## config.mk

```make
export PLATFORM = sky130hd
export DESIGN_NAME = dual_timer_apb
export DESIGN_NICKNAME = d
export VERILOG_FILES = /design/src/rtl/dt_pkg.sv /design/src/rtl/dt_rst_sync.sv /design/src/rtl/dt_tick_gen.sv /design/src/rtl/dt_channel.sv /design/src/rtl/dt_irq_sel.sv /design/src/rtl/dual_timer_apb.sv
export SDC_FILE = /design/constraint.sdc
export NUM_CORES = 1
export LEC_CHECK = 0
export ABC_AREA = 1
export BUFFER_PORTS_ARGS = -buffer_cell sky130_fd_sc_hd__buf_4
export CAP_MARGIN = 20
export CELL_PAD_IN_SITES_DETAIL_PLACEMENT = 1
export CELL_PAD_IN_SITES_GLOBAL_PLACEMENT = 1
export CORE_MARGIN = 10
export CORE_UTILIZATION = 45
export DETAILED_ROUTE_END_ITERATION = 10
export MAX_ROUTING_LAYER = met4
export PLACE_DENSITY_LB_ADDON = 0.1
export SYNTH_ARGS = -nofsm -noshare
export SYNTH_HDL_FRONTEND = slang
export SYNTH_HIERARCHICAL = 1
export SYNTH_SLANG_ARGS = --single-unit
```

## constraint.sdc

```tcl
create_clock -name clk -period 13.5 [get_ports clk]
set_input_delay 2.7 -clock clk [delete_from_list [all_inputs] [get_ports clk]]
set_output_delay 2.7 -clock clk [all_outputs]
set_load 0.02 [all_outputs]
```

## src/rtl/dt_pkg.sv

```systemverilog
package dt_pkg;

  localparam int DATA_W   = 32;
  localparam int ADDR_W   = 12;
  localparam int CTRL_W   = 8;
  localparam int NARROW_W = 16;

  // word addresses (byte address >> 2)
  localparam logic [ADDR_W-3:0] TEST_CTRL_WORD = 10'h3C0;  // 0xF00
  localparam logic [ADDR_W-3:0] TEST_OUT_WORD  = 10'h3C1;  // 0xF04
  localparam logic [ADDR_W-3:0] ID_FIRST_WORD  = 10'h3F4;  // 0xFD0

  localparam logic [CTRL_W-1:0] CTRL_RESET = 8'h20;
  localparam logic [CTRL_W-1:0] CTRL_MASK  = 8'hEF;

  typedef enum logic [2:0] {
    REG_LOAD  = 3'd0,
    REG_COUNT = 3'd1,
    REG_CTRL  = 3'd2,
    REG_ICLR  = 3'd3,
    REG_RAW   = 3'd4,
    REG_MSK   = 3'd5,
    REG_BGL   = 3'd6,
    REG_NONE  = 3'd7
  } ch_reg_e;

  typedef struct packed {
    logic       run;       // bit 7
    logic       periodic;  // bit 6
    logic       irq_en;    // bit 5
    logic       rsvd;      // bit 4
    logic [1:0] presc;     // bits 3:2
    logic       wide;      // bit 1
    logic       oneshot;   // bit 0
  } ctrl_t;

  // identification byte for word k counted from 0xFD0
  function automatic logic [7:0] id_byte(input logic [3:0] k);
    logic [7:0] b;
    case (k)
      4'd0:    b = 8'h04;
      4'd4:    b = 8'h23;
      4'd5:    b = 8'hB8;
      4'd6:    b = 8'h1B;
      4'd8:    b = 8'h0D;
      4'd9:    b = 8'hF0;
      4'd10:   b = 8'h05;
      4'd11:   b = 8'hB1;
      default: b = 8'h00;
    endcase
    return b;
  endfunction

endpackage

```

## src/rtl/dt_rst_sync.sv

```systemverilog
module dt_rst_sync (
  input  logic clk,
  input  logic rst_n,
  output logic rst_n_sync
);

  logic [1:0] sync_q;

  always_ff @(posedge clk or negedge rst_n) begin
    if (!rst_n) sync_q <= 2'b00;
    else        sync_q <= {sync_q[0], 1'b1};
  end

  assign rst_n_sync = sync_q[1];

endmodule

```

## src/rtl/dt_tick_gen.sv

```systemverilog
module dt_tick_gen #(
  parameter int FAST_LOG = 4,
  parameter int SLOW_LOG = 8
) (
  input  logic       clk,
  input  logic       rst_n,
  input  logic       run,
  input  logic       restart,
  input  logic [1:0] presc,
  output logic       tick
);

  logic [SLOW_LOG-1:0] cnt_q, cnt_d;
  logic                cnt_en;

  always_comb begin
    cnt_en = run | restart | (|cnt_q);
    cnt_d  = (run && !restart) ? cnt_q + 1'b1 : '0;
  end

  always_comb begin
    case (presc)
      2'd0:    tick = run;
      2'd1:    tick = run & (&cnt_q[FAST_LOG-1:0]);
      default: tick = run & (&cnt_q);
    endcase
  end

  always_ff @(posedge clk or negedge rst_n) begin
    if (!rst_n)      cnt_q <= '0;
    else if (cnt_en) cnt_q <= cnt_d;
  end

endmodule

```

## src/rtl/dt_channel.sv

```systemverilog
module dt_channel
  import dt_pkg::*;
#(
  parameter int FAST_LOG = 4,
  parameter int SLOW_LOG = 8
) (
  input  logic              clk,
  input  logic              rst_n,
  input  logic              wr_en,
  input  ch_reg_e           reg_idx,
  input  logic [DATA_W-1:0] wdata,
  output logic [DATA_W-1:0] rdata,
  output logic              irq_masked
);

  logic [DATA_W-1:0] load_q, load_d, count_q, count_d;
  ctrl_t             ctrl_q, ctrl_d;
  logic              raw_q, raw_d;
  logic              load_en, count_en, ctrl_en, raw_en;
  logic              tick, raw_set, load_wr;
  logic [DATA_W-1:0] wmask, cur, src;

  assign load_wr = wr_en && (reg_idx == REG_LOAD);

  dt_tick_gen #(.FAST_LOG(FAST_LOG), .SLOW_LOG(SLOW_LOG)) u_tick (
    .clk     (clk),
    .rst_n   (rst_n),
    .run     (ctrl_q.run),
    .restart (load_wr),
    .presc   (ctrl_q.presc),
    .tick    (tick)
  );

  assign wmask = ctrl_q.wide ? {DATA_W{1'b1}}
                             : {{(DATA_W-NARROW_W){1'b0}}, {NARROW_W{1'b1}}};
  assign cur   = count_q & wmask;

  always_comb begin
    load_d   = load_q;
    count_d  = count_q;
    ctrl_d   = ctrl_q;
    raw_d    = raw_q;
    raw_set  = 1'b0;
    src      = ctrl_q.periodic ? load_q : {DATA_W{1'b1}};
    load_en  = 1'b0;
    count_en = 1'b0;
    ctrl_en  = 1'b0;
    raw_en   = 1'b0;

    if (tick) begin
      if (cur == '0) begin
        if (!ctrl_q.oneshot) begin
          count_d  = (count_q & ~wmask) | (src & wmask);
          count_en = 1'b1;
        end
      end else begin
        count_d  = (count_q & ~wmask) | ((cur - 1'b1) & wmask);
        count_en = 1'b1;
        raw_set  = (cur == {{(DATA_W-1){1'b0}}, 1'b1});
      end
    end

    if (wr_en) begin
      case (reg_idx)
        REG_LOAD: begin
          load_d   = wdata;
          count_d  = wdata;
          load_en  = 1'b1;
          count_en = 1'b1;
        end
        REG_BGL: begin
          load_d  = wdata;
          load_en = 1'b1;
        end
        REG_CTRL: begin
          ctrl_d  = ctrl_t'(wdata[CTRL_W-1:0] & CTRL_MASK);
          ctrl_en = 1'b1;
        end
        REG_ICLR: begin
          raw_d  = 1'b0;
          raw_en = 1'b1;
        end
        default: ;
      endcase
    end

    if (raw_set) begin
      raw_d  = 1'b1;
      raw_en = 1'b1;
    end
  end

  always_ff @(posedge clk or negedge rst_n) begin
    if (!rst_n) begin
      load_q  <= '0;
      count_q <= {DATA_W{1'b1}};
      ctrl_q  <= ctrl_t'(CTRL_RESET);
      raw_q   <= 1'b0;
    end else begin
      if (load_en)  load_q  <= load_d;
      if (count_en) count_q <= count_d;
      if (ctrl_en)  ctrl_q  <= ctrl_d;
      if (raw_en)   raw_q   <= raw_d;
    end
  end

  assign irq_masked = raw_q & ctrl_q.irq_en;

  always_comb begin
    case (reg_idx)
      REG_LOAD, REG_BGL: rdata = load_q;
      REG_COUNT:         rdata = count_q;
      REG_CTRL:          rdata = {{(DATA_W-CTRL_W){1'b0}}, ctrl_q};
      REG_RAW:           rdata = {{(DATA_W-1){1'b0}}, raw_q};
      REG_MSK:           rdata = {{(DATA_W-1){1'b0}}, irq_masked};
      default:           rdata = '0;
    endcase
  end

endmodule

```

## src/rtl/dt_irq_sel.sv

```systemverilog
module dt_irq_sel #(
  parameter int N_CH = 2
) (
  input  logic            test_en,
  input  logic [N_CH-1:0] test_val,
  input  logic [N_CH-1:0] ch_masked,
  output logic [N_CH-1:0] irq,
  output logic            irq_or
);

  for (genvar i = 0; i < N_CH; i++) begin : g_sel
    assign irq[i] = test_en ? test_val[i] : ch_masked[i];
  end

  assign irq_or = |irq;

endmodule

```

## src/rtl/dual_timer_apb.sv

```systemverilog
module dual_timer_apb
  import dt_pkg::*;
#(
  parameter int N_CH     = 2,
  parameter int FAST_LOG = 4,
  parameter int SLOW_LOG = 8
) (
  input  logic              clk,
  input  logic              rst_n,
  input  logic              psel,
  input  logic              penable,
  input  logic              pwrite,
  input  logic [ADDR_W-1:0] paddr,
  input  logic [DATA_W-1:0] pwdata,
  output logic [DATA_W-1:0] prdata,
  output logic              pready,
  output logic [N_CH-1:0]   irq_ch,
  output logic              irq_any
);

  localparam int CH_SEL_W = ADDR_W - 5;
  localparam int WORD_W   = ADDR_W - 2;

  logic                rst_n_sync;
  logic                wr_acc;
  logic [CH_SEL_W-1:0] ch_num;
  logic                ch_hit;
  ch_reg_e             reg_idx;
  logic [WORD_W-1:0]   word;
  logic [N_CH-1:0]     ch_wr, ch_masked;
  logic [DATA_W-1:0]   ch_rdata [N_CH];
  logic                test_en_q, test_en_d, test_en_en;
  logic [N_CH-1:0]     test_val_q, test_val_d;
  logic                test_val_en;
  logic [3:0]          id_k;
  logic [1:0]          unused_byte_lane;

  dt_rst_sync u_rst (
    .clk        (clk),
    .rst_n      (rst_n),
    .rst_n_sync (rst_n_sync)
  );

  assign pready           = 1'b1;
  assign wr_acc           = psel & penable & pwrite;
  assign word             = paddr[ADDR_W-1:2];
  assign ch_num           = paddr[ADDR_W-1:5];
  assign ch_hit           = ch_num < CH_SEL_W'(N_CH);
  assign reg_idx          = ch_reg_e'(paddr[4:2]);
  assign unused_byte_lane = paddr[1:0];
  assign id_k             = 4'(word - ID_FIRST_WORD);

  for (genvar i = 0; i < N_CH; i++) begin : g_ch
    assign ch_wr[i] = wr_acc && ch_hit && (ch_num == CH_SEL_W'(i));

    dt_channel #(.FAST_LOG(FAST_LOG), .SLOW_LOG(SLOW_LOG)) u_chan (
      .clk        (clk),
      .rst_n      (rst_n_sync),
      .wr_en      (ch_wr[i]),
      .reg_idx    (reg_idx),
      .wdata      (pwdata),
      .rdata      (ch_rdata[i]),
      .irq_masked (ch_masked[i])
    );
  end

  // test registers
  always_comb begin
    test_en_en  = wr_acc && (word == TEST_CTRL_WORD);
    test_val_en = wr_acc && (word == TEST_OUT_WORD);
    test_en_d   = pwdata[0];
    test_val_d  = pwdata[N_CH-1:0];
  end

  always_ff @(posedge clk or negedge rst_n_sync) begin
    if (!rst_n_sync) begin
      test_en_q  <= 1'b0;
      test_val_q <= '0;
    end else begin
      if (test_en_en)  test_en_q  <= test_en_d;
      if (test_val_en) test_val_q <= test_val_d;
    end
  end

  dt_irq_sel #(.N_CH(N_CH)) u_irq (
    .test_en   (test_en_q),
    .test_val  (test_val_q),
    .ch_masked (ch_masked),
    .irq       (irq_ch),
    .irq_or    (irq_any)
  );

  // read multiplexer
  always_comb begin
    prdata = '0;
    if (psel) begin
      if (ch_hit) begin
        for (int i = 0; i < N_CH; i++) begin
          if (ch_num == CH_SEL_W'(i)) prdata = ch_rdata[i];
        end
      end else if (word == TEST_CTRL_WORD) begin
        prdata = {{(DATA_W-1){1'b0}}, test_en_q};
      end else if (word == TEST_OUT_WORD) begin
        prdata = {{(DATA_W-N_CH){1'b0}}, test_val_q};
      end else if (word >= ID_FIRST_WORD) begin
        prdata = {{(DATA_W-8){1'b0}}, id_byte(id_k)};
      end
    end
  end

endmodule

```

==> results.cfg <==
[run_status]
outcome = finished clean

[clocking]
post_cts_setup_repair_bufs = 0
cts_hold_buffers = 0
root_buffer = sky130_fd_sc_hd__clkbuf_16
clock_latency_ps = 450
cts_resized = 0
cts_made_buffers = 17
ctsHtreeMaxLevel = 4
path_clk_slew_ps = 70
tritoncts_num_sinks = 165
clk_path_buf_depth = 2
tritoncts = done

[power]
power.share.sequential = 0.424
netSwitchingPower_mw = 0.377
p_per_area_nw_per_um2 = 81.9
finalPower_mw = 1.20
power_leakage_nw = 7.13
p_sw_frac = 0.313
worst_ir_drop_vdd_mv = 0.0898
comb_power_share = 0.157
power.share.clock = 0.419
internal_power_mw = 0.826

[route]
number_of_nets_still_failing_antenna_checks_after_routing = 0
detailedRoute.firstIterationViolations = 870
post-route-drc-count = 0
detail_route.wl_per_cell_microns = 19.5
avgViaCountPerCell = 5.59
finalWirelength_mm = 49.9
length_of_the_first_detailed_routing_pass_in_iterations = 5
via_count = 14294

[setup_path]
timing.critical_path.required_ps = 10800
critical_path_arrival_ps = 4770
timing.setup.critical_path_class = input pin to primary output
r2r_start = g_ch[0].u_chan/ctrl_q[1]$_DFFE_PN0P_
critical_path.startpoint_type = input pin
endpoint_kind = primary output
r2r-end = g_ch[0].u_chan/count_q[11]$_DFFE_PN1P_
crit_path_max_fanout = 27
rrSetupSlack_ps = 10180
ff2ff_path_depth = 14

[timing]
period_minus_slack_ps = 7470
final_hold_viol_count = 0
rsz0062_at_grt = false
worst_clock_skew_ps = 15.2
timing.setup.tns_ps = 0
worst-slew-pin-transition_ps = 1090
final.period_utilization = 0.553
final_max_slew_viol_count = 0
worst_slew_margin_rel = 0.269
maxClockFrequency_mhz = 134
finalSetupViolCount = 0

[global_routing]
grt_overflow_total = 0
grt_max_degree = 69
grt_usage = 0.281
grt_first_pass_wirelength_mm = 79.8
antenna_found_initial = 0
first_global_vias = 14620

[worst_hold_path]
hold_path_class = flip-flop to flip-flop
hold-path-endpoint = u_rst/sync_q[1]$_DFF_PN0_
holdPathStages = 0
worstHoldStart = u_rst/sync_q[0]$_DFF_PN0_

[cells_and_area]
n_antenna_cell = 0
post_route_cells_drive_above_1_share = 0.134
multiInputGateArea_sq_um = 7720
sequential_cell_area_sq_um = 4220
post-route-cell-area_sq_um = 14700
syn_to_final_growth_pct = 10.5
final_nets = 2226
n_fill_cell = 4016

[synth]
synth.ff_latch_count = 165
ys_seq_area_frac = 0.317
yosys_warning_total = 6
post_synth_num_cell_types = 49
postSynthCellCount = 2137
synthesis.area_per_instance_sq_um = 6.21
synth_area_sq_um = 13300
synthesis.nets = 2201

[placement]
io_buffer_count = 81
dp.final_hpwl_mm = 35.8
place_area_sq_um = 14100
globalplace.congestion = 0.931

[flow_run]
max-cap-violations = 0

[floorplanning]
ios = 85
fp.coreArea_sq_um = 28900
floorplan.initialDensity = 0.459
die_ar_sq_um = 36800
fp-row-count = 62
die-height_microns = 192
floorplan.die.width_microns = 192
## Yosys cell counts, drive strengths merged
library cell	number	area, sq um
nand2	827	3160
o21ai	304	1530
inv	242	911
nor2	184	796
dfrtp	99	2480
a21oi	90	510
nand3	90	480
dfstp	66	1730
clkbuf	53	199
buf	38	264
mux2	20	225
o211ai	20	150
xor2	19	166
ha	15	188
nor3	13	95.1
nand3b	10	75.1
nand4	10	62.6
a31oi	6	37.5
o221ai	6	52.6
o22ai	5	31.3
nor4	3	18.8
or2	3	18.8
a32o	2	20.0
and3	2	12.5
clkinv	2	7.51
conb	2	7.51
nor3b	2	15.0
xnor2	2	17.5
a32oi	1	8.76
o2111ai	1	8.76
## per-stage QoR
stage,hold WS (ps),utilization,setup WS (ps),std cells
4_1_cts,370,0.506,6060,2558
2_1_floorplan,331,-,6620,2137
3_5_place_dp,352,0.486,6110,2526
3_3_place_gp,335,0.485,6130,2525
5_1_grt,372,0.507,5880,2559
6_report,369,0.507,6030,2559
## cell families after synthesis
logic type               Yosys count  share of synthesized area
AO/OA/AOI/OAI                    435                      0.177
multiplexers                      20                     0.0170
AND/OR/NAND/NOR                 1144                      0.356
buffers and inverters            335                      0.104
other                              2                   0.000566
adder cells (fa/ha/maj)           15                     0.0141
XOR/XNOR                          21                     0.0138
flip-flops                       165                      0.317
## registers in the layout (all words and copies together), names as in the netlist
| name | flops |
|---|---|
| g_ch.u_chan/ctrl_q | 14 |
| g_ch.u_chan/u_tick/cnt_q | 16 |
| test_val_q | 2 |
| u_rst/sync_q | 2 |
| g_ch.u_chan/load_q | 64 |
| g_ch.u_chan/raw_q | 2 |
| test_en_q | 1 |
| g_ch.u_chan/count_q | 64 |
## how the worst max path moves through the flow
stage	from	endpoint	slack, ps	cells after the start
floorplan	paddr[4]	prdata[11]	6620	9
global placement	paddr[4]	prdata[1]	6130	11
detailed placement	paddr[4]	prdata[1]	6110	11
CTS	paddr[4]	prdata[1]	6060	11
global route	paddr[4]	prdata[1]	5880	11
finish	paddr[4]	prdata[1]	6030	11
## per-layer routing
| layer | track usage | vias to the layer above | routed length (microns) |
|---|---|---|---|
| met3 | 0.0461 | 69 | 2590 |
| met1 | 0.350 | 7023 | 22100 |
| li1 | - | 6854 | - |
| met5 | - | - | 0 |
| met2 | 0.459 | 348 | 24100 |
| met4 | 0.0856 | 0 | 1110 |
## final cells by class
type | count | share of cell area
repair buffers | 97 | 0.0518
well taps | 384 | 0.0327
multi-input cells | 1637 | 0.526
flip-flops and latches | 165 | 0.287
clock buffers | 18 | 0.0292
inverters | 244 | 0.0626
clock inverters | 14 | 0.0105
## placed cells by master (no fill, tap or decap), types with 11 or more instances in the layout
cell type / Yosys / routed
sky130_fd_sc_hd__ha_1: 15 / 15
sky130_fd_sc_hd__nand2_2: 18 / 20
sky130_fd_sc_hd__o211ai_1: 20 / 20
sky130_fd_sc_hd__nor2_2: 11 / 11
sky130_fd_sc_hd__clkbuf_16: 0 / 17
sky130_fd_sc_hd__a21oi_1: 78 / 78
sky130_fd_sc_hd__dfrtp_1: 99 / 98
sky130_fd_sc_hd__xor2_1: 19 / 19
sky130_fd_sc_hd__nand2_1: 808 / 806
sky130_fd_sc_hd__nor2_1: 165 / 165
sky130_fd_sc_hd__nand3_1: 84 / 84
sky130_fd_sc_hd__buf_4: 8 / 95
sky130_fd_sc_hd__dfstp_2: 66 / 66
sky130_fd_sc_hd__o21ai_0: 269 / 269
sky130_fd_sc_hd__mux2_2: 17 / 17
sky130_fd_sc_hd__inv_1: 231 / 231
sky130_fd_sc_hd__o21ai_1: 32 / 32
## critical path, cell delays in order
cell                       delay, ps
sky130_fd_sc_hd__buf_4           160
sky130_fd_sc_hd__inv_1           130
sky130_fd_sc_hd__nor2_1          100
sky130_fd_sc_hd__nor3_4          180
sky130_fd_sc_hd__buf_4           360
sky130_fd_sc_hd__inv_1           240
sky130_fd_sc_hd__o221ai_1        300
sky130_fd_sc_hd__nand3b_1        150
sky130_fd_sc_hd__nand3_1         100
sky130_fd_sc_hd__a21oi_1         160
sky130_fd_sc_hd__buf_4           170
## power groups by stage
stage / clock, mW / sequential (mW) / combinational [mW]
after detailed placement: 0 / 0.519 / 0.185
final: 0.504 / 0.510 / 0.189
after CTS: 0.518 / 0.510 / 0.187
after global placement: 0 / 0.518 / 0.181
after floorplan: 0 / 0.520 / 0.115
after global routing: 0.538 / 0.511 / 0.207
Note: power is estimated with default switching activity, not from simulation.
